**config.mk**
```make
export PLATFORM = sky130hd
export DESIGN_NAME = sonet_byte_descrambler
export DESIGN_NICKNAME = d
export VERILOG_FILES = /design/src/rtl/dscr_pkg.sv /design/src/rtl/dscr_frame_pos.sv /design/src/rtl/dscr_keygen.sv /design/src/rtl/sonet_byte_descrambler.sv
export SDC_FILE = /design/constraint.sdc
export NUM_CORES = 1
export LEC_CHECK = 0
export ABC_CLOCK_PERIOD_IN_PS = 1790
export BUFFER_PORTS_ARGS = -buffer_cell sky130_fd_sc_hd__buf_2
export CAP_MARGIN = 25
export CORE_AREA = 2 2 65 83
export DETAILED_ROUTE_END_ITERATION = 8
export DIE_AREA = 0 0 67 85
export PLACE_DENSITY = 0.43
export SYNTH_ARGS = -nofsm -noshare
export SYNTH_HDL_FRONTEND = slang
export SYNTH_SLANG_ARGS = --single-unit
```
**constraint.sdc**
```tcl
create_clock -name clk -period 1.79 [get_ports clk]
set_input_delay 0.179 -clock clk [delete_from_list [all_inputs] [get_ports clk]]
set_output_delay 0.179 -clock clk [all_outputs]
set_load 0.1 [all_outputs]
```
**src/rtl/dscr_pkg.sv**
```systemverilog
`timescale 1ns/1ps
package dscr_pkg;

    localparam int LFSR_W = 7;
    localparam int BYTE_W = 8;

    typedef logic [LFSR_W-1:0] lfsr_t;
    typedef logic [BYTE_W-1:0] byte_t;

    localparam lfsr_t LFSR_SEED = '1;

    typedef enum logic [1:0] {
        PH_HUNT = 2'd0,
        PH_OVH  = 2'd1,
        PH_PAY  = 2'd2
    } phase_e;

    typedef struct packed {
        lfsr_t next;
        byte_t key;
    } step_t;

    // Eight serial steps of the generator; stage 7 is bit 6, stage 1 is bit 0.
    // The first step's output lands in key bit 7.
    function automatic step_t lfsr_byte(input lfsr_t s);
        step_t r;
        lfsr_t t;
        t = s;
        r.key = '0;
        for (int i = 0; i < BYTE_W; i++) begin
            r.key[BYTE_W-1-i] = t[LFSR_W-1];
            t = {t[LFSR_W-2:0], t[LFSR_W-1] ^ t[LFSR_W-2]};
        end
        r.next = t;
        return r;
    endfunction

endpackage

```
**src/rtl/dscr_frame_pos.sv**
```systemverilog
`timescale 1ns/1ps
module dscr_frame_pos
    import dscr_pkg::*;
#(
    parameter int OH_BYTES = 27
) (
    input  logic   clk,
    input  logic   rst_n,
    input  logic   valid_i,
    input  logic   frame_start_i,
    output phase_e phase_o,
    output logic   seed_o
);
    localparam int CW = $clog2(OH_BYTES + 1);
    localparam logic [CW-1:0] OH_LAST = CW'(OH_BYTES);

    typedef struct packed {
        phase_e        phase;
        logic          first;
        logic [CW-1:0] cnt;
    } pos_t;

    pos_t pos_d, pos_q;
    logic fs_take;

    always_comb begin
        pos_d   = pos_q;
        fs_take = valid_i && frame_start_i;
        phase_o = fs_take ? PH_OVH : pos_q.phase;
        seed_o  = valid_i && !frame_start_i && (pos_q.phase == PH_PAY) && pos_q.first;

        if (valid_i) begin
            if (frame_start_i) begin
                pos_d.cnt = CW'(1);
                if (OH_LAST <= CW'(1)) begin
                    pos_d.phase = PH_PAY;
                    pos_d.first = 1'b1;
                end else begin
                    pos_d.phase = PH_OVH;
                    pos_d.first = 1'b0;
                end
            end else begin
                case (pos_q.phase)
                    PH_OVH: begin
                        pos_d.cnt = pos_q.cnt + CW'(1);
                        if (pos_q.cnt + CW'(1) == OH_LAST) begin
                            pos_d.phase = PH_PAY;
                            pos_d.first = 1'b1;
                        end
                    end
                    PH_PAY:  pos_d.first = 1'b0;
                    default: pos_d = pos_q;
                endcase
            end
        end
    end

    always_ff @(posedge clk) begin
        if (!rst_n) begin
            pos_q <= '{phase: PH_HUNT, first: 1'b0, cnt: '0};
        end else begin
            pos_q <= pos_d;
        end
    end

    // the overhead count never passes the overhead width
    assert_ovh_bound_R3: assert property (@(posedge clk) disable iff (!rst_n)
        (pos_q.phase == PH_OVH) |-> (pos_q.cnt < OH_LAST));

    // nothing moves on an idle cycle, frame start or not
    assert_idle_hold_R8: assert property (@(posedge clk) disable iff (!rst_n)
        !valid_i |=> $stable(pos_q));

    // a load point is followed by plain payload, never a second load
    assert_single_seed_R4: assert property (@(posedge clk) disable iff (!rst_n)
        seed_o |=> !pos_q.first);

endmodule

```
**src/rtl/dscr_keygen.sv**
```systemverilog
`timescale 1ns/1ps
module dscr_keygen
    import dscr_pkg::*;
(
    input  logic  clk,
    input  logic  rst_n,
    input  logic  adv_i,
    input  logic  seed_i,
    output byte_t key_o
);
    typedef struct packed {
        lfsr_t st;
    } kg_t;

    kg_t   kg_d, kg_q;
    step_t step;

    always_comb begin
        kg_d  = kg_q;
        step  = lfsr_byte(seed_i ? LFSR_SEED : kg_q.st);
        key_o = step.key;
        if (adv_i) begin
            kg_d.st = step.next;
        end
    end

    always_ff @(posedge clk) begin
        if (!rst_n) begin
            kg_q <= '{st: LFSR_SEED};
        end else begin
            kg_q <= kg_d;
        end
    end

    // generator holds across idle cycles
    assert_stall_R5: assert property (@(posedge clk) disable iff (!rst_n)
        !adv_i |=> $stable(kg_q.st));

    // a maximal-length generator never reaches the all-zero state
    assert_nonzero_R2: assert property (@(posedge clk) disable iff (!rst_n)
        kg_q.st != '0);

endmodule

```
**src/rtl/sonet_byte_descrambler.sv**
```systemverilog
`timescale 1ns/1ps
module sonet_byte_descrambler
    import dscr_pkg::*;
#(
    parameter int STS_N   = 3,
    parameter int OH_COLS = 9
) (
    input  logic       clk,
    input  logic       rst_n,
    input  logic       in_valid,
    input  logic [7:0] in_data,
    input  logic       in_frame_start,
    input  logic       dscr_off,
    output logic       out_valid,
    output logic [7:0] out_data
);
    localparam int OH_BYTES = OH_COLS * STS_N;

    typedef struct packed {
        logic  vld;
        byte_t dat;
    } out_t;

    out_t   out_d, out_q;
    phase_e phase;
    logic   seed;
    byte_t  key;

    dscr_frame_pos #(.OH_BYTES(OH_BYTES)) u_pos (
        .clk           (clk),
        .rst_n         (rst_n),
        .valid_i       (in_valid),
        .frame_start_i (in_frame_start),
        .phase_o       (phase),
        .seed_o        (seed)
    );

    dscr_keygen u_key (
        .clk    (clk),
        .rst_n  (rst_n),
        .adv_i  (in_valid),
        .seed_i (seed),
        .key_o  (key)
    );

    always_comb begin
        out_d     = out_q;
        out_d.vld = in_valid;
        if (in_valid) begin
            if ((phase == PH_PAY) && !dscr_off) begin
                out_d.dat = in_data ^ key;
            end else begin
                out_d.dat = in_data;
            end
        end
    end

    always_ff @(posedge clk) begin
        if (!rst_n) begin
            out_q <= '{vld: 1'b0, dat: '0};
        end else begin
            out_q <= out_d;
        end
    end

    assign out_valid = out_q.vld;
    assign out_data  = out_q.dat;

    // one-clock strobe delay and data hold
    assert_lat_R1: assert property (@(posedge clk) disable iff (!rst_n)
        in_valid |=> out_valid);
    assert_hold_R1: assert property (@(posedge clk) disable iff (!rst_n)
        !in_valid |=> (!out_valid && $stable(out_data)));

    // disabled path is transparent
    assert_off_pass_R6: assert property (@(posedge clk) disable iff (!rst_n)
        (in_valid && dscr_off) |=> (out_data == $past(in_data)));

    // the frame-start byte itself is never altered
    assert_fs_pass_R3: assert property (@(posedge clk) disable iff (!rst_n)
        (in_valid && in_frame_start) |=> (out_data == $past(in_data)));

    // load byte carries key 8'hFE
    assert_seed_key_R4: assert property (@(posedge clk) disable iff (!rst_n)
        (seed && !dscr_off) |=> (out_data == ($past(in_data) ^ 8'hFE)));

endmodule

```
Yosys cells after proc, flatten, opt, wreduce, memory -nomap -nowiden

Index checks and enable logic that the tools add are counted.

Register bits after elaboration: 24
Input port bits: 13
Output and inout port bits: 9
Logic and storage cells: 42

Add/subtract/negate cells: 1
Equal/unequal tests: 5
Mux-type cells: 8
Bitwise operators: 9
Reductions and logical operators: 13

Operators with widths:

| kind                | count |
|---|---|
| $mux 8              | 2 |
| $xor 1x1->1         | 8 |
| $xor 8x8->8         | 1 |
| $mux 7              | 1 |
| $reduce_and 3->1    | 2 |
| $add 5x1->5 const B | 1 |
| $eq 5x5->1 const B  | 1 |
| $logic_and 1x1->1   | 5 |
| $mux 5              | 1 |
| $eq 2x2->1 const B  | 2 |
| $mux 2              | 2 |
| $reduce_bool 2->1   | 2 |
| $mux 3              | 1 |
| $ne 3x2->1 const B  | 1 |
| $reduce_bool 3->1   | 1 |
| $eq 2x1->1 const B  | 1 |
| $logic_not 1->1     | 2 |
| $pmux 1 s2          | 1 |
| $reduce_and 2->1    | 1 |

Longest topological paths before layout

Gate-level depths: netlist (run 1).

Word-level depth: 8
Gate-level depth with buffers: 6

Hierarchy

Synthesis (run 1) repeated with hierarchy kept, for this count alone.

Cell total of the unflattened synthesis: 148
Area, all modules: 1372.6 um2

Modules (own cells, without submodules):

| module                 | instances | cells an instance | area an instance (um2) | sequential area each (um2) |
|---|---|---|---|---|
| dscr_frame_pos         | 1         | 52                | 483.0                  | 160.2 |
| dscr_keygen            | 1         | 53                | 447.9                  | 140.1 |
| sonet_byte_descrambler | 1         | 43                | 441.7                  | 180.2 |

Worst setup path after synthesis (run 1)

Ideal clock, no wire load.

Path type: flip-flop to flip-flop
Start: reg, netlist name out_data[2]
End: reg out_q, in the netlist out_data[2]
Library setup time: 0.071 ns
Arrival time: 1.245 ns
Required time: 1.719 ns
Slack: 0.474 ns
Cell stages (with the launch flop): 3
Path buffers: 0
Clock period less this slack: 1.316 ns
Path through: dfxtp_1 o21ai_0 a21oi_1

RTL lines:

| what                 | RTL line                     | source |
|---|---|---|
| to (signal assigned) | sonet_byte_descrambler.sv:60 | `out_q <= '{vld: 1'b0, dat: '0};` |
| to (signal assigned) | sonet_byte_descrambler.sv:62 | `out_q <= out_d;` |
| to (decl)            | sonet_byte_descrambler.sv:24 | `out_t out_d, out_q;` |

Worst setup path after layout (run 1)

Start: reg u_pos.pos_q[0] in the netlist's numbering
End: reg u_pos.pos_q[7] in the netlist's numbering

Cells in the longest elaborated chain, start to end: 4

RTL lines:

| what                        | RTL line             | source |
|---|---|---|
| from (decl)                 | dscr_frame_pos.sv:23 | `pos_t pos_d, pos_q;` |
| from (signal assigned)      | dscr_frame_pos.sv:60 | `pos_q <= '{phase: PH_HUNT, first: 1'b0, cnt: '0};` |
| from (signal assigned)      | dscr_frame_pos.sv:62 | `pos_q <= pos_d;` |
| $add 5x1->5                 | dscr_frame_pos.sv:46 | `if (pos_q.cnt + CW'(1) == OH_LAST) begin` |
| $eq 5x5->1                  | dscr_frame_pos.sv:46 |  |
| $reduce_bool 2->1 (no line) | n/a                  |  |
| $reduce_and 3->1 (no line)  | n/a                  |  |

No other way between the ends.
A chain may end at the register's enable or synchronous reset.

==> results of run 1 <==
-- worst min-delay path: cells and delay by family --
family	cells	cell delay [ns]
buf+inv	1	0.08
compound gates	1	0.12
xor+xnor	1	0.05
-- power by group through the flow --
stage	registers (µW)	logic (µW)	clock network, µW
final	603	249	326
after global routing	609	270	356
after CTS	603	250	341
after detailed placement	615	249	0
after global placement	613	248	0
after floorplan	704	110	0
-- state kept, by name, indices dropped and copies added, names as in the netlist --
signal	count
u_key.kg_q	7
out_valid	1
out_data	8
u_pos.pos_q	8
-- through the flow --
stage	setup WS (ns)	power, µW	instance area [µm²]	utilization (%)	instances
after floorplan	0.4744	813.8	1199	-	130
final	0.3401	1178	1374	27.84	207
after global routing	0.1392	1236	1374	27.84	207
after global placement	0.4232	861.3	1333	27.00	204
after detailed placement	0.3780	864.3	1333	27.00	204
after CTS	0.3504	1194	1374	27.84	207
-- cells in the final DEF (no fill, tap or decap), types with 2 or more instances in the layout --
master,Yosys,routed
dfxtp_1,24,24
nand3_1,3,3
inv_1,8,8
o211ai_1,7,7
a311oi_1,2,2
buf_2,3,21
o211a_1,2,2
o21ai_0,9,9
clkbuf_8,0,3
nand2_1,4,4
xnor2_1,10,10
nand3b_1,2,2
o221ai_1,6,6
xor2_1,10,10
ha_1,2,2
a21oi_1,14,14
nor2_1,4,4
-- cell type report --
class                           count  area, µm²  share of cell area (%)
Multi-Input combinational cell     88      631.9                   45.99
Sequential cell                    24      480.5                   34.97
Timing Repair Buffer               22      112.6                   8.197
Tap cell                           62      77.57                   5.647
Clock buffer                        3      41.29                   3.005
Inverter                            8      30.03                   2.186
-- worst paths after layout --
kind	end	start	slack, ns
min reg2reg	u_pos.pos_q[3]	u_pos.pos_q[3]	0.49
max reg2reg	u_pos.pos_q[7]	u_pos.pos_q[0]	0.34
max	u_pos.pos_q[7]	u_pos.pos_q[0]	0.34
min	out_data[1]	in_data[1]	0.21
-- per-layer routing --
layer  track usage [%]  up-vias
met3             1.592        4
met5                 0        -
met1             13.21      428
li1                  -      490
met4             5.566        0
met2             17.10       16
-- cell families after synthesis --
| kind of cell | count (synthesis) | synth area share, % |
|---|---|---|
| adders and majority gates | 2 | 2.087 |
| and+or+nand+nor | 23 | 12.73 |
| buffers and inverters | 18 | 7.201 |
| DFF | 24 | 40.08 |
| xor gates and xnor gates | 20 | 14.61 |
| AOI/OAI and AO/OA | 43 | 23.28 |
==> impl_metrics.env, run 1 <==
export IMPL_cts_setup_buffers=0
export IMPL_p_per_area_nw_per_um2=857.6
export IMPL_hold_buffers=0
export IMPL_grt_max_degree=25
export IMPL_routed_top_layer="met4"
export IMPL_syn_avg_cell_area_um2=9.220
export IMPL_met2_length_mm=1.261
export IMPL_wl_met3_um=105
export IMPL_cts_root_buf="clkbuf_8"
export IMPL_finalCriticalPeriod_ns=1.450
export IMPL_cts_resized=0
export IMPL_cp_cell_sequence="ha_1, nand3_1, xnor2_1, nor3b_2, o211a_1"
export IMPL_wl_per_cell_um=12.95
export IMPL_core_area_um2=4935
export IMPL_yosysSeqAreaShare_pct=40.08
export IMPL_cap_violations=0
export IMPL_place_congestion=0.8177
export IMPL_clock_latency_ns=0.27
export IMPL_setup_violations=0
export IMPL_diodes=0
export IMPL_max_slew_margin_rel_pct=67.51
export IMPL_hold_class="input port to flip-flop"
export IMPL_setup_tns_ns=0
export IMPL_dr_pass1_iters=3
export IMPL_yosysWarnings=0
export IMPL_die_w_um=67
export IMPL_drt_initial_drc_count=15
export IMPL_die_area_um2=5695
export IMPL_pwr_share_seq_pct=51.2
export IMPL_gr_usage_all_layers_pct=10.54
export IMPL_fillers=555
export IMPL_cts_tree="yes"
export IMPL_fin_worst_hold_slack_ns=0.2065
export IMPL_grt_pass1_wl_mm=4.616
export IMPL_clkSlewWorstSetupHoldPaths_ns=0.09
export IMPL_path_delay_family="flip-flops"
export IMPL_yosys_most_used_dff="dfxtp_1"
export IMPL_status="finished, final reports clean"
export IMPL_netlist_top_cells_area="dfxtp_1 (40%), xnor2_1 (7.3%), xor2_1 (7.3%), a21oi_1 (5.8%), o211ai_1 (4.4%)"
export IMPL_critical_path_buf_inv_count=0
export IMPL_rsz0062_at_grt="false"
export IMPL_synth_edf_count=0
export IMPL_layout_nets=162
export IMPL_worstRegToRegCells=5
export IMPL_clkSinkCount=24
export IMPL_p_int_uw=792.4
export IMPL_clk_path_buf_depth=2
export IMPL_final_antenna_net_count=0
export IMPL_power_frac_clock_pct=27.7
export IMPL_start_util_pct=24.29
export IMPL_wl_met1_mm=1.261
export IMPL_io_pins=22
export IMPL_die_y_um=85
export IMPL_crit_path_end_kind="flip-flop"
export IMPL_min_path_cells=3
export IMPL_leakage_uw=0.0005655
export IMPL_ys_types=32
export IMPL_vias=938
export IMPL_synth_most_common_cell="dfxtp_1"
export IMPL_grt_pass1_vias=983
export IMPL_cp_required_ns=2.01
export IMPL_comb_power_share_pct=21.1
export IMPL_cp_data_arrival_time_ns=1.67
export IMPL_ys_seq_elements=24
export IMPL_synth_top_area_cell="dfxtp_1"
export IMPL_slew_viol_final=0
export IMPL_grt_remaining_overflow=0
export IMPL_ir_drop_v=0.0002702
export IMPL_syn_nets=145
export IMPL_max_freq_mhz=689.7
export IMPL_period_share_pct=81.00
export IMPL_port_buffers=21
export IMPL_syn2layout_area_growth_pct=14.61
export IMPL_cp_max_fo=4
export IMPL_drive_above_1_share_pct=19.31
export IMPL_finClkSkew_ns=0.008047
export IMPL_vias_per_cell=4.531
export IMPL_startpoint_type="flip-flop"
export IMPL_hold_viol_final=0
export IMPL_ys_top_cells_by_count="dfxtp_1 (24), a21oi_1 (14), xnor2_1 (10), xor2_1 (10), o21ai_0 (9)"
export IMPL_fp_row_count=29
export IMPL_drc=0
export IMPL_antenna_found_initial=0
export IMPL_crit_cells=5
export IMPL_netlist_instances=130
export IMPL_max_stage_delay_ns=0.39
export IMPL_p_sw_share_pct=32.74
export IMPL_path_class="flip-flop to flip-flop"
export IMPL_netSwitchingPower_uw=385.8
export IMPL_cts_inserted_buffers=3
export IMPL_ys_async_sr_fraction_pct=0
export IMPL_yosys_area_top_type_share_pct=40.08
export IMPL_drt_total_wl_mm=2.681
export IMPL_crit_slowest_cell="dfxtp_1"
export IMPL_htree_num_levels=1
export IMPL_syn_area_um2=1199
export IMPL_tightestPinTransition_ns=0.4907
Power figures use the tool's default switching activity.
==> run 2: changes to the inputs <==
--- a/config.mk
+++ b/config.mk
@@ -5,13 +5,13 @@
 export SDC_FILE = /design/constraint.sdc
 export NUM_CORES = 1
 export LEC_CHECK = 0
-export ABC_CLOCK_PERIOD_IN_PS = 1790
+export ABC_CLOCK_PERIOD_IN_PS = 1300
 export BUFFER_PORTS_ARGS = -buffer_cell sky130_fd_sc_hd__buf_2
 export CAP_MARGIN = 25
 export CORE_AREA = 2 2 65 83
 export DETAILED_ROUTE_END_ITERATION = 8
 export DIE_AREA = 0 0 67 85
-export PLACE_DENSITY = 0.43
+export PLACE_DENSITY = 0.45
 export SYNTH_ARGS = -nofsm -noshare
 export SYNTH_HDL_FRONTEND = slang
 export SYNTH_SLANG_ARGS = --single-unit
==> constraint.sdc (replaced) <==
create_clock -name clk -period 1.3 [get_ports clk]
set_input_delay 0.13 -clock clk [delete_from_list [all_inputs] [get_ports clk]]
set_output_delay 0.13 -clock clk [all_outputs]
set_load 0.1 [all_outputs]
==> run 2 against run 1 <==
Effect of this change: fmax is 14% higher; combinational power rose by 51%; worst setup slack worse by 0.32 ns; final cell count grew 6.3%; first-iteration DRC count is 150% higher; sequential power up 37%; highest routed layer unchanged.
==> impl_metrics.env, run 2 (synthesis gave the netlist of run 1 again) <==
export IMPL_hold_class="input port to flip-flop"
export IMPL_die_y_um=85
export IMPL_cap_violations=0
export IMPL_grt_pass1_vias=1047
export IMPL_layout_nets=174
export IMPL_die_w_um=67
export IMPL_leakage_uw=0.0006750
export IMPL_grt_pass1_wl_mm=4.809
export IMPL_place_congestion=0.7501
export IMPL_hold_viol_final=0
export IMPL_wl_met1_mm=1.262
export IMPL_clock_latency_ns=0.27
export IMPL_drive_above_1_share_pct=36.08
export IMPL_drt_total_wl_mm=3.026
export IMPL_netSwitchingPower_uw=561.9
export IMPL_die_area_um2=5695
export IMPL_clkSinkCount=24
export IMPL_path_class="flip-flop to flip-flop"
export IMPL_slew_viol_final=0
export IMPL_startpoint_type="flip-flop"
export IMPL_met2_length_mm=1.560
export IMPL_wl_per_cell_um=13.75
export IMPL_dr_pass1_iters=4
export IMPL_tightestPinTransition_ns=0.4854
export IMPL_drc=0
export IMPL_fp_row_count=29
export IMPL_p_sw_share_pct=29.95
export IMPL_fin_worst_hold_slack_ns=0.1551
export IMPL_clk_path_buf_depth=2
export IMPL_dp_hpwl_mm=2.060
export IMPL_final_common_cell="buf_2"
export IMPL_hold_buffers=0
export IMPL_comb_power_share_pct=20.0
export IMPL_wl_met3_um=121
export IMPL_max_freq_mhz=783.6
export IMPL_cp_data_arrival_time_ns=1.46
export IMPL_cts_root_buf="clkbuf_8"
export IMPL_fin_ws_ns=0.02384
export IMPL_final_cell_mix="buf_2 (21), dfxtp_1 (18), a21oi_1 (14), buf_4 (12)"
export IMPL_ir_drop_v=0.0005256
export IMPL_grt_max_degree=27
export IMPL_setup_tns_ns=0
export IMPL_rsz0062_at_grt="true"
export IMPL_cts_inserted_buffers=3
export IMPL_routed_top_layer="met4"
export IMPL_post_place_ws_ns=-0.06995
export IMPL_final_antenna_net_count=0
export IMPL_clkSlewWorstSetupHoldPaths_ns=0.09
export IMPL_io_pins=22
export IMPL_cp_max_fo=3
export IMPL_grt_remaining_overflow=0
export IMPL_syn2layout_area_growth_pct=32.57
export IMPL_core_area_um2=4935
export IMPL_status="finished, final reports clean"
export IMPL_vias=1035
export IMPL_power_frac_clock_pct=35.9
export IMPL_p_per_area_nw_per_um2=1181
export IMPL_max_slew_margin_rel_pct=67.86
export IMPL_diodes=0
export IMPL_crit_path_end_kind="flip-flop"
export IMPL_finClkSkew_ns=0.002844
export IMPL_vias_per_cell=4.705
export IMPL_antenna_found_initial=0
export IMPL_pwr_share_seq_pct=44.1
export IMPL_cts_tree="yes"
export IMPL_p_int_uw=1314
export IMPL_drt_initial_drc_count=37
export IMPL_setup_violations=0
export IMPL_cp_required_ns=1.48
export IMPL_finalCriticalPeriod_ns=1.276
export IMPL_gr_usage_all_layers_pct=11.19
export IMPL_port_buffers=21
export IMPL_start_util_pct=24.29
export IMPL_period_share_pct=98.17
export IMPL_htree_num_levels=1
-- run 2: per-layer routing --
metal,track usage [%],up-vias
li1,-,514
met1,12.69,493
met2,19.08,21
met3,2.255,7
met4,6.122,0
met5,0,-
-- run 2: what timing repair did --
action,CTS,global route
pin swaps,1,6
endpoints found under the setup margin,3,11
resized for setup,6,14
setup buffers,1,2
-- run 2: power by group through the flow --
stage               sequential (µW)  clock (µW)  combinational (µW)
finish                          828         673                 375
global route                    836         723                 404
CTS                             825         696                 368
detailed placement              842           0                 366
global placement                839           0                 362
floorplan                       970           0                 151
-- run 2: path summary, 6_finish.rpt --
check,startpoint,to,slack (ns),depth (start not counted)
min,in_data[3],out_data[3],0.16,3
max reg2reg,u_pos.pos_q[1],u_pos.pos_q[6],0.02,5
max,u_pos.pos_q[1],u_pos.pos_q[6],0.02,5
min reg2reg,out_data[0],out_data[0],0.54,2
-- run 2: area by class of cell --
| type | instances | area [µm²] |
|---|---|---|
| Sequential cell | 24 | 488.0 |
| Clock buffer | 3 | 41.29 |
| Inverter | 8 | 30.03 |
| Tap cell | 62 | 77.57 |
| Fill cell | 533 | 3346 |
| Clock inverter | 1 | 30.03 |
| Multi-Input combinational cell | 88 | 715.7 |
| Timing Repair Buffer | 34 | 206.4 |
-- run 2: worst max-delay path, stage by stage (launching register included) --
cell      delay (ns)
dfxtp_2         0.36
ha_4            0.17
nand3_4         0.09
xnor2_2         0.16
buf_4           0.14
a311oi_2        0.26
-- run 2: metrics by stage --
step | cells | power [µW] | util (%) | area [µm²]
6_report | 220 | 1876 | 32.20 | 1589
2_1_floorplan | 130 | 1121 | - | 1200
3_5_place_dp | 213 | 1207 | 28.40 | 1401
5_1_grt | 220 | 1963 | 32.20 | 1589
4_1_cts | 218 | 1889 | 30.38 | 1499
3_3_place_gp | 213 | 1201 | 28.40 | 1401
